===== src/rtl/sts_tx_pkg.sv =====
package sts_tx_pkg;
  localparam logic [7:0] FRM_PAT_A  = 8'hF6;
  localparam logic [7:0] FRM_PAT_B  = 8'h28;
  localparam logic [6:0] SCR_SEED   = 7'h7F;
  localparam int         BYTE_BITS  = 8;
endpackage


===== src/rtl/sts_tx_pos.sv =====
module sts_tx_pos #(
  parameter int ROWS = 9,
  parameter int COLS = 270,
  localparam int RW = $clog2(ROWS),
  localparam int CW = $clog2(COLS)
) (
  input  logic          clk,
  input  logic          rst_n,
  input  logic          step,
  input  logic          realign,
  output logic [RW-1:0] row,
  output logic [CW-1:0] col
);
  logic [RW-1:0] nxt_row;
  logic [CW-1:0] nxt_col;

  always_comb begin
    row = realign ? '0 : nxt_row;
    col = realign ? '0 : nxt_col;
  end

  always_ff @(posedge clk) begin
    if (!rst_n) begin
      nxt_row <= '0;
      nxt_col <= '0;
    end else if (step) begin
      if (col == CW'(COLS - 1)) begin
        nxt_col <= '0;
        nxt_row <= (row == RW'(ROWS - 1)) ? '0 : row + RW'(1);
      end else begin
        nxt_col <= col + CW'(1);
        nxt_row <= row;
      end
    end
  end
endmodule


===== src/rtl/sts_tx_scr.sv =====
module sts_tx_scr
  import sts_tx_pkg::*;
(
  input  logic       clk,
  input  logic       rst_n,
  input  logic       step,
  input  logic       reseed,
  input  logic       en,
  input  logic [7:0] din,
  output logic [7:0] dout
);
  logic [6:0] st, st_nxt, walk;

  always_comb begin
    walk = st;
    dout = din;
    for (int i = BYTE_BITS - 1; i >= 0; i--) begin
      dout[i] = din[i] ^ (en & walk[6]);
      walk    = {walk[5:0], walk[6] ^ walk[5]};
    end
    st_nxt = walk;
    if (reseed) begin
      dout   = din;
      st_nxt = SCR_SEED;
    end
  end

  always_ff @(posedge clk) begin
    if (!rst_n)    st <= SCR_SEED;
    else if (step) st <= st_nxt;
  end
endmodule


===== src/rtl/sts_tx_bip.sv =====
module sts_tx_bip (
  input  logic       clk,
  input  logic       rst_n,
  input  logic       step,
  input  logic       first,
  input  logic [7:0] din,
  output logic [7:0] par
);
  logic [7:0] acc;

  always_ff @(posedge clk) begin
    if (!rst_n) begin
      acc <= '0;
      par <= '0;
    end else if (step) begin
      if (first) begin
        par <= acc;
        acc <= din;
      end else begin
        acc <= acc ^ din;
      end
    end
  end
endmodule


===== src/rtl/sts_tx_framer.sv =====
module sts_tx_framer
  import sts_tx_pkg::*;
#(
  parameter int ROWS  = 9,
  parameter int COLS  = 270,
  parameter int STS_N = 3
) (
  input  logic       clk,
  input  logic       rst_n,
  input  logic       nib_mode,
  input  logic       scr_en,
  input  logic       b1_en,
  input  logic       loop_en,
  input  logic [7:0] t_data,
  input  logic       t_valid,
  input  logic       t_sync,
  output logic       t_ready,
  input  logic       line_rx,
  output logic       tx_ser,
  output logic       frame_start,
  output logic       rx_local
);
  localparam int RW       = $clog2(ROWS);
  localparam int CW       = $clog2(COLS);
  localparam int SOH_COLS = 3 * STS_N;

  logic [2:0]    bcnt;
  logic          load, take;
  logic [3:0]    hi_nib;
  logic          hi_sync;
  logic [7:0]    in_byte, ins_byte, line_byte, sreg, parity;
  logic          in_sync, first, unscr;
  logic          fs_q;
  logic [RW-1:0] row;
  logic [CW-1:0] col;

  // fixed intake schedule driven by the bit phase
  assign load    = (bcnt == 3'd7);
  assign t_ready = load | (nib_mode & (bcnt == 3'd3));
  assign take    = t_ready & t_valid;

  always_comb begin
    if (nib_mode) begin
      in_byte = {hi_nib, take ? t_data[3:0] : 4'h0};
      in_sync = hi_sync;
    end else begin
      in_byte = take ? t_data : 8'h00;
      in_sync = take & t_sync;
    end
  end

  sts_tx_pos #(.ROWS(ROWS), .COLS(COLS)) u_pos (
    .clk(clk), .rst_n(rst_n), .step(load), .realign(in_sync),
    .row(row), .col(col)
  );

  assign first = (row == '0) && (col == '0);
  assign unscr = (row == '0) && (col < CW'(SOH_COLS));

  // overhead insertion ahead of the scrambler
  always_comb begin
    ins_byte = in_byte;
    if (row == '0 && col < CW'(STS_N))
      ins_byte = FRM_PAT_A;
    else if (row == '0 && col < CW'(2 * STS_N))
      ins_byte = FRM_PAT_B;
    else if (b1_en && row == RW'(1) && col == '0)
      ins_byte = parity;
  end

  sts_tx_scr u_scr (
    .clk(clk), .rst_n(rst_n), .step(load), .reseed(unscr),
    .en(scr_en), .din(ins_byte), .dout(line_byte)
  );

  sts_tx_bip u_bip (
    .clk(clk), .rst_n(rst_n), .step(load), .first(first),
    .din(line_byte), .par(parity)
  );

  always_ff @(posedge clk) begin
    if (!rst_n) begin
      bcnt    <= '0;
      sreg    <= '0;
      fs_q    <= 1'b0;
      hi_nib  <= '0;
      hi_sync <= 1'b0;
    end else begin
      bcnt <= bcnt + 3'd1;
      sreg <= load ? line_byte : {sreg[6:0], 1'b0};
      fs_q <= load & first;
      if (nib_mode && bcnt == 3'd3) begin
        hi_nib  <= take ? t_data[3:0] : 4'h0;
        hi_sync <= take & t_sync;
      end
    end
  end

  assign tx_ser      = sreg[7];
  assign frame_start = fs_q;
  assign rx_local    = loop_en ? tx_ser : line_rx;
endmodule


===== config.mk =====
export PLATFORM = sky130hd
export DESIGN_NAME = sts_tx_framer
export DESIGN_NICKNAME = d
export VERILOG_FILES = /design/src/rtl/sts_tx_pkg.sv /design/src/rtl/sts_tx_pos.sv /design/src/rtl/sts_tx_scr.sv /design/src/rtl/sts_tx_bip.sv /design/src/rtl/sts_tx_framer.sv
export SDC_FILE = /design/constraint.sdc
export NUM_CORES = 1
export LEC_CHECK = 0
export BUFFER_PORTS_ARGS = -buffer_cell sky130_fd_sc_hd__buf_2
export CAP_MARGIN = 5
export CORE_ASPECT_RATIO = 0.5
export CORE_UTILIZATION = 60
export DETAILED_ROUTE_END_ITERATION = 8
export MAX_ROUTING_LAYER = met4
export PLACE_DENSITY = 0.8
export SLEW_MARGIN = 25
export SYNTH_ARGS = -nofsm -noshare
export SYNTH_HDL_FRONTEND = slang
export SYNTH_SLANG_ARGS = --single-unit

===== constraint.sdc =====
create_clock -name clk -period 9.4 [get_ports clk]
set_clock_uncertainty 0.05 [all_clocks]
set_input_delay 1.88 -clock clk [delete_from_list [all_inputs] [get_ports clk]]
set_output_delay 1.88 -clock clk [all_outputs]
set_load 0.01 [all_outputs]

-- Word level (Yosys, flattened, before mapping)
Cells that the tools add are included.
- add/subtract/negate cells: 3
- equal/unequal tests: 5
- multiplexer cells: 17
- bitwise logic cells: 30
- reductions and logical operators: 11
- $lt $le $gt $ge: 3
- operators with widths (operator ; number):
    two-way mux 8 bit ; 8
    two-way mux 9 bit ; 2
    two-way mux 4 bit ; 4
    XOR 1 bit ; 16
    AND 1 bit ; 12
    adder 9 x 1 -> 9 bit (second input constant) ; 1
    equality test 9 bit (second input constant) ; 1
    logical NOT 9 bit ; 1
    < comparator 9 x 2 -> 1 bit (second input constant) ; 1
    < comparator 9 x 3 -> 1 bit (second input constant) ; 1
    < comparator 9 x 4 -> 1 bit (second input constant) ; 1
    XOR 8 bit ; 1
    logical AND 1 bit ; 7
    two-way mux 7 bit ; 1
    adder 4 x 1 -> 4 bit (second input constant) ; 1
    equality test 4 x 1 -> 1 bit (second input constant) ; 1
    equality test 4 bit (second input constant) ; 1
    logical NOT 4 bit ; 1
    AND reduction 2 bit ; 2
    adder 3 x 1 -> 3 bit (second input constant) ; 1
    equality test 3 x 2 -> 1 bit (second input constant) ; 1
    equality test 3 bit (second input constant) ; 1
    two-way mux 1 bit ; 2
    OR 1 bit ; 1
- output and inout bits: 4
- bits in registers: 53

-- Longest topological paths before layout
Gate-level depths: netlist of run 1.
- word-level depth: 17
- gate-level depth with buffers: 15
- mapped depth without buffers: 13

-- Hierarchy
From an unflattened synthesis of run 1, not the netlist that was laid out.
- cell total of the unflattened synthesis: 365
- area total of the unflattened synthesis: 3098.0 um^2
- by module, submodules not included (module ; area an instance (um^2) ; instances ; cells an instance ; seq. area each (um^2)):
    sts_tx_framer ; 952.2 ; 1 ; 112 ; 340.3
    sts_tx_pos ; 869.6 ; 1 ; 112 ; 260.2
    sts_tx_bip ; 835.8 ; 1 ; 89 ; 320.3
    sts_tx_scr ; 440.4 ; 1 ; 52 ; 140.1

-- Worst setup path before layout of run 1
OpenSTA, ideal clock, no wires.
- path type: input port to flip-flop
- start point: input port nib_mode
- end point: register u_bip.acc[7]
- data arrival time: 4.233 ns
- setup time: 0.128 ns
- setup slack: 4.989 ns
- cell stages on the path: 13
- cells stage by stage: nand4b_1 and2_1 clkbuf_1 nand2_1 ha_1 nand2_1 or4_4 buf_6 a21o_1 a31oi_1 mux2i_1 xor2_1 nor2_1
- cells in the longest elaborated chain, start to end: 16
- ends and longest elaborated chain (element ; line ; source):
    from (decl) ; sts_tx_framer.sv:10 ; input logic nib_mode,
    parallel branches: the longest is 15 deep, another holds < comparator 9 x 3 -> 1 bit ; n/a ;
    two-way mux 8 bit * ; sts_tx_bip.sv:16 ; if (first) begin
    to (signal assigned) ; sts_tx_bip.sv:18 ; acc <= din;
    to (signal assigned) ; sts_tx_bip.sv:20 ; acc <= acc ^ din;
    to (decl) ; sts_tx_bip.sv:9 ; logic [7:0] acc;
Mark *: on every way between the ends.
A chain may end at the register's enable or synchronous reset.

-- Worst setup path after layout of run 1
- start point: input port nib_mode
- end point: register u_bip.acc[2]
The elaborated chain is that of the path after synthesis.

==> results.json, run 1 <==
{
  "areaGrowthSynthToFinish_pct": 7.10,
  "ys_seq_area_share_pct": 37.1,
  "grt_overflow": 0,
  "wl_um": 6340,
  "cts_resized": 0,
  "setup_violations": 0,
  "cp-start-kind": "input pin",
  "cts_root_buffer": "clkbuf_8",
  "critPathKind": "in -> reg",
  "final_nets": 386,
  "slew_headroom_pct": 55.1,
  "p_sw_uw": 90.9,
  "avgSynthCellArea_sq_um": 8.00,
  "fin_crit_ns": 4.61,
  "hpwl_um": 4390,
  "multi_input_area_sq_mm": 0.00166,
  "stdcell_area_sq_mm": 0.00306,
  "whs_path_depth": 1,
  "track_usage_pct": 27.6,
  "core_area_sq_mm": 0.00449,
  "port_buffers": 20,
  "utilization_pct": 68.2,
  "final_max_slew_viol_count": 0,
  "worstPathCellList": "buf_2 > nand4b_1 > and2_1 > nand2_1 > ha_1 > nand2_1 > a21oi_1 > nor4_1 > o21a_1 > or4_4 > a221oi_2 > a31o_1",
  "drc_errors": 0,
  "crit_arrival_ns": 4.83,
  "power_uw": 402,
  "antenna_cells": 0,
  "seqCellArea_sq_mm": 0.00106,
  "rsz0062_at_grt": "no",
  "holdPathEnd": "bcnt[0]",
  "hp-start": "bcnt[0]",
  "cp_max_fo": 14,
  "path_clk_slew_ns": 0.10,
  "r2r_start": "bcnt[0]",
  "first_pass_iters": 5,
  "fmax_mhz": 217,
  "max-cap-violations": 0,
  "drt_iter0_drc": 114,
  "seq_power_share_pct": 56.4,
  "die_y_um": 50.8,
  "status": "finished clean",
  "finalSetupTns_ns": 0,
  "place_congestion": 0.834,
  "hold_path.class": "reg -> reg",
  "cts_tree": "yes",
  "syn_area_sq_mm": 0.00286,
  "syn_inst": 357,
  "power.internal_uw": 311,
  "holdBufCountCts": 0,
  "grt_max_degree": 43,
  "die_w_um": 99.6,
  "finalCritPeriodShare_pct": 49.1,
  "synth_top_family_by_area": "simple AND/OR/NAND/NOR gates",
  "grt_pass1_wl_um": 10600,
  "start_util_pct": 63.6,
  "cts_sinks": 53,
  "cp_common_cell": "nand2_1",
  "peakVddDrop_mv": 0.0955,
  "cp.required_ns": 9.62,
  "cts_buffers": 5,
  "clock_path_buffers": 2,
  "drive_gt1_share_pct": 11.6,
  "critPathMaxStageDelay_ns": 0.51,
  "synthXorXnorAreaFrac_pct": 4.29,
  "leakagePower_nw": 1.25,
  "ant_nets": 0,
  "hold_viol": 0,
  "p_sw_share_pct": 22.6,
  "worstSetupEndpointType": "flip-flop",
  "io_pins": 21,
  "placed_cell_area_sq_mm": 0.00295,
  "worst_hold_slack_ns": 0.390,
  "h-tree-depth": 2,
  "reg2reg_to": "u_bip.acc[2]",
  "num_vias": 2632,
  "ys.flop_type": "dfxtp_1",
  "synthSimpleGateAreaFrac_pct": 25.4,
  "first_global_vias": 2410,
  "tightest_slew_ns": 0.667,
  "pwr-share-clk_pct": 39.1,
  "synth-edff-count": 0,
  "fillers": 375,
  "rrSetupSlack_ns": 5.52,
  "synth_seq_cells": 53,
  "slowest_stage": "or4_4",
  "wl_per_cell_um": 14.8,
  "avgViaCountPerCell": 6.15,
  "async_flop_share_pct": 0,
  "synthMuxAreaShare_pct": 6.04,
  "cts_setup_buffers": 0,
  "synthAdderAreaFrac_pct": 3.07,
  "reg2regPathDepth": 14,
  "die_area_sq_mm": 0.00506,
  "clk_latency_ns": 0.32,
  "synth_compound_area_share_pct": 19.2,
  "yosys_warnings": 0,
  "p_per_area_mw_per_mm2": 131,
  "syn_nets": 381,
  "antenna_found_initial": 0,
  "pwr-share-comb_pct": 4.5,
  "rows": 17,
  "synth_cell_types": 51
}
==> registers in the layout, summed over array words and instances, names as in the netlist <==
register / count
u_bip.acc: 8
u_scr.st: 7
hi_sync: 1
u_pos.nxt_row: 4
frame_start: 1
u_pos.nxt_col: 9
sreg: 8
bcnt: 3
hi_nib: 4
u_bip.par: 8
==> synthesized netlist by cell type, types with 2 or more instances <==
library cell  instances  share of area (%)
nand3_1              15                2.6
xor2_1               13                4.0
buf_6                 2               0.79
a21o_1                4                1.1
a32oi_1               2               0.61
a21oi_1              30                5.3
o21a_1                4                1.1
mux2i_1              15                5.3
buf_1                 2               0.26
clkbuf_1             20                2.6
a31oi_1               7                1.5
nand4b_1              2               0.61
dfxtp_1              53                 37
and3_1                7                1.5
nor2_1               44                5.8
o2111ai_1             2               0.61
and4b_1               3                1.1
mux2_2                2               0.79
inv_1                 6               0.79
nor3_1                6                1.1
or4_2                 2               0.61
ha_1                  7                3.1
o211ai_1              2               0.53
o22ai_1               7                1.5
nand2_1              44                5.8
or4_4                 4                1.6
or3_1                 7                1.5
and2_1                2               0.44
o21ai_0              18                3.2
a211oi_1              2               0.53
nand4_1               3               0.66
==> metal layers <==
layer  part of all wire [%]  up-vias  global-route usage [%]
met1                     45     1267                    33.1
met5                      0        -                       -
met2                     47       82                    46.5
met4                    1.5        0                    10.5
li1                       -     1274                       -
met3                    6.2        9                    5.71
==> how the worst max path moves through the flow <==
stage              endpoint      from  slack [ns]
6_report       u_bip.acc[2]  nib_mode        4.79
3_3_place_gp   u_bip.acc[0]  nib_mode        4.68
4_1_cts        u_bip.acc[0]  nib_mode        4.81
2_1_floorplan  u_bip.acc[7]  nib_mode        4.99
3_5_place_dp   u_bip.acc[0]  nib_mode        4.50
5_1_grt        u_bip.acc[2]  nib_mode        4.59
==> critical path: cells and delay by family <==
kind | cells | cell delay [ns]
adder cells (fa/ha/maj) | 1 | 0.16
AND/OR/NAND/NOR | 6 | 1.55
buffers and inverters | 1 | 0.17
AO/OA/AOI/OAI | 4 | 1.07
==> kinds of logic after synthesis <==
group | after synthesis
compound gates | 88
xor+xnor | 14
fa+ha+maj | 7
buf+inv | 32
flops | 53
mux | 17
simple gates | 146
==> layout by cell type, fill, tap and decap left out, types with 5 or more instances in the layout <==
master    count
ha_1          7
and3_1        7
dfxtp_1      53
a21oi_1      30
xor2_1       13
buf_2        20
mux2i_1      15
o22ai_1       7
nand3_1      15
inv_1         6
nor3_1        6
a31oi_1       7
nand2_1      44
clkbuf_8      5
o21ai_0      18
or3_1         7
nor2_1       44
==> power groups by stage <==
stage / Clock (mW) / Combinational [mW] / Sequential [mW]
3_5_place_dp: 0 / 0.0178 / 0.232
3_3_place_gp: 0 / 0.0170 / 0.232
6_report: 0.157 / 0.0179 / 0.227
5_1_grt: 0.166 / 0.0201 / 0.227
4_1_cts: 0.158 / 0.0179 / 0.227
2_1_floorplan: 0 / 0.0110 / 0.232
==> area by class of cell <==
type / instances / area share, %
Inverter: 7 / 0.859
Tap cell: 66 / 2.70
Sequential cell: 53 / 34.7
Clock buffer: 5 / 2.25
Timing Repair Buffer: 23 / 4.01
Clock inverter: 2 / 1.27
Multi-Input combinational cell: 272 / 54.2
==> stage by stage <==
stage / cells / setup WS (ns)
floorplan: 357 / 4.99
global route: 428 / 4.59
CTS: 428 / 4.81
detailed placement: 421 / 4.50
finish: 428 / 4.79
global placement: 421 / 4.68
Note: power is estimated with default switching activity, not from simulation.
==> run 2: changes to the inputs <==
==> constraint.sdc (replaced) <==
create_clock -name clk -period 4.53 [get_ports clk]
set_clock_uncertainty 0.05 [all_clocks]
set_input_delay 0.906 -clock clk [delete_from_list [all_inputs] [get_ports clk]]
set_output_delay 0.906 -clock clk [all_outputs]
set_load 0.01 [all_outputs]
==> run 2 against run 1 <==
Compared with the run above:
- global-route usage increased by 0.79 points
- cell count increased by 0.23%
- die area unchanged
- register-to-register slack got worse by 4.5 ns
- critical path type unchanged
- highest routed layer unchanged
==> results.json, run 2 (synthesis gave the netlist of run 1 again) <==
{
  "final_max_slew_viol_count": 0,
  "p_per_area_mw_per_mm2": 272,
  "place_congestion": 0.864,
  "port_buffers": 20,
  "cp_max_fo": 14,
  "pre_cts_ws_ns": 0.688,
  "critPathTopFamily": "simple AND/OR/NAND/NOR gates",
  "reg2reg_to": "u_bip.acc[0]",
  "grt_max_degree": 41,
  "antenna_found_initial": 0,
  "wl_met1_um": 2960,
  "max-cap-violations": 0,
  "areaGrowthSynthToFinish_pct": 7.27,
  "crit_arrival_ns": 3.80,
  "drc_errors": 0,
  "cp_common_cell": "nand2_1",
  "r2r_start": "bcnt[0]",
  "crit_path_start": "nib_mode",
  "clk_latency_ns": 0.32,
  "io_pins": 21,
  "hp-start": "bcnt[0]",
  "wl_um": 6320,
  "die_w_um": 99.6,
  "die_y_um": 50.8,
  "leakagePower_nw": 1.25,
  "wl_met3_um": 346,
  "reg2regPathDepth": 13,
  "drive_gt1_share_pct": 11.8,
  "hold_path.class": "reg -> reg",
  "cp-start-kind": "input pin",
  "holdBufCountCts": 0,
  "final_cell_mix": "dfxtp_1, nand2_1, nor2_1, a21oi_1, buf_2",
  "setup_violations": 0,
  "routed.top_layer": "met4",
  "hpwl_um": 4380,
  "track_usage_pct": 28.4,
  "cp.required_ns": 4.75,
  "first_global_vias": 2346,
  "path_clk_slew_ns": 0.10,
  "slowest_stage": "or4_2",
  "stdcell_area_sq_mm": 0.00306,
  "cts_setup_buffers": 0,
  "cp.buffers_inverters": 1,
  "rrSetupSlack_ns": 1.00,
  "grt_pass1_wl_um": 10800,
  "cts_root_buffer": "clkbuf_8",
  "cts_buffers": 5,
  "wl_met2_um": 2940,
  "slew_headroom_pct": 33.7,
  "worstPathCellList": "buf_2 > nand4b_1 > and2_1 > nand2_1 > ha_1 > nand2_1 > a21oi_1 > or4_2 > a21oi_1 > xor2_1 > a2111o_1 > nand2_1",
  "start_util_pct": 63.6,
  "num_vias": 2558,
  "ant_nets": 0,
  "placed_cell_area_sq_mm": 0.00295,
  "largest_register_ffs": 9,
  "worstSetupEndpointType": "flip-flop",
  "peakVddDrop_mv": 0.176,
  "rows": 17,
  "fin_crit_ns": 3.58,
  "status": "finished clean",
  "regMostFlops": "u_pos.nxt_col",
  "critPathKind": "in -> reg",
  "hold_viol": 0,
  "critPathCapture": "u_bip.acc[0]",
  "finalSetupTns_ns": 0,
  "cts_resized": 0,
  "fmax_mhz": 279,
  "die_area_sq_mm": 0.00506,
  "antenna_cells": 0,
  "cts_tree": "yes",
  "rsz0062_at_grt": "no",
  "grt_overflow": 0,
  "core_area_sq_mm": 0.00449,
  "avgViaCountPerCell": 5.96,
  "timing.critical_path.depth": 12,
  "first_pass_iters": 4,
  "mostFrequentLayoutCell": "dfxtp_1",
  "wl_per_cell_um": 14.7,
  "finalCritPeriodShare_pct": 79.1,
  "clock_path_buffers": 2,
  "final_nets": 386,
  "critPathMaxStageDelay_ns": 0.67,
  "h-tree-depth": 2,
  "cts_sinks": 53,
  "drt_iter0_drc": 189,
  "fin_ws_ns": 0.947,
  "tightest_slew_ns": 0.990
}
## run 2: changes by cell type in the layout (fill, tap and decap cells not counted), sizes merged
cell	before	now
clkinv	1	2
## run 2: area by class of cell
cell class	instances	area [sq um]
multi-input cells	272	1660
fillers	366	1420
flip-flops and latches	53	1060
repair buffers	23	123
well taps	66	82.6
clock buffers	5	68.8
clock inverters	3	43.8
inverters	7	26.3
## run 2: per-layer routing
layer  up-vias  global-route usage [%]
li1       1274                       -
met1      1216                    36.9
met2        61                    45.3
met3         7                    5.29
met4         0                    9.56
met5         -                       -
## run 2: worst reg2reg max path, delay by kind of cell, from the launching register on
family,cells,cell delay (ns)
AND/OR/NAND/NOR,6,1.59
AO/OA/AOI/OAI,3,0.75
adder cells (fa/ha/maj),3,0.64
flip-flops,1,0.33
XOR/XNOR,1,0.13
## run 2: worst min path at each step
| stage | to | slack (ns) | depth (start not counted) |
|---|---|---|---|
| after floorplan | bcnt[0] | 0.35 | 1 |
| after global placement | bcnt[0] | 0.36 | 1 |
| after detailed placement | bcnt[0] | 0.37 | 1 |
| after CTS | bcnt[0] | 0.38 | 1 |
| after global routing | bcnt[0] | 0.39 | 1 |
| final | bcnt[0] | 0.38 | 1 |
## run 2: metrics by stage
stage                     util [%]  power (mW)  instances  hold slack (ns)
after global placement        65.8       0.516        421            0.356
after global routing          68.3       0.858        429            0.391
final                         68.3       0.833        429            0.375
after detailed placement      65.8       0.518        421            0.365
after floorplan                  -       0.504        357            0.349
after CTS                     68.3       0.836        429            0.380
## run 2: power breakdown
part           total [mW]  internal (mW)  switching, mW
clock               0.325          0.166          0.160
sequential          0.471          0.469        0.00165
combinational      0.0368         0.0128         0.0241
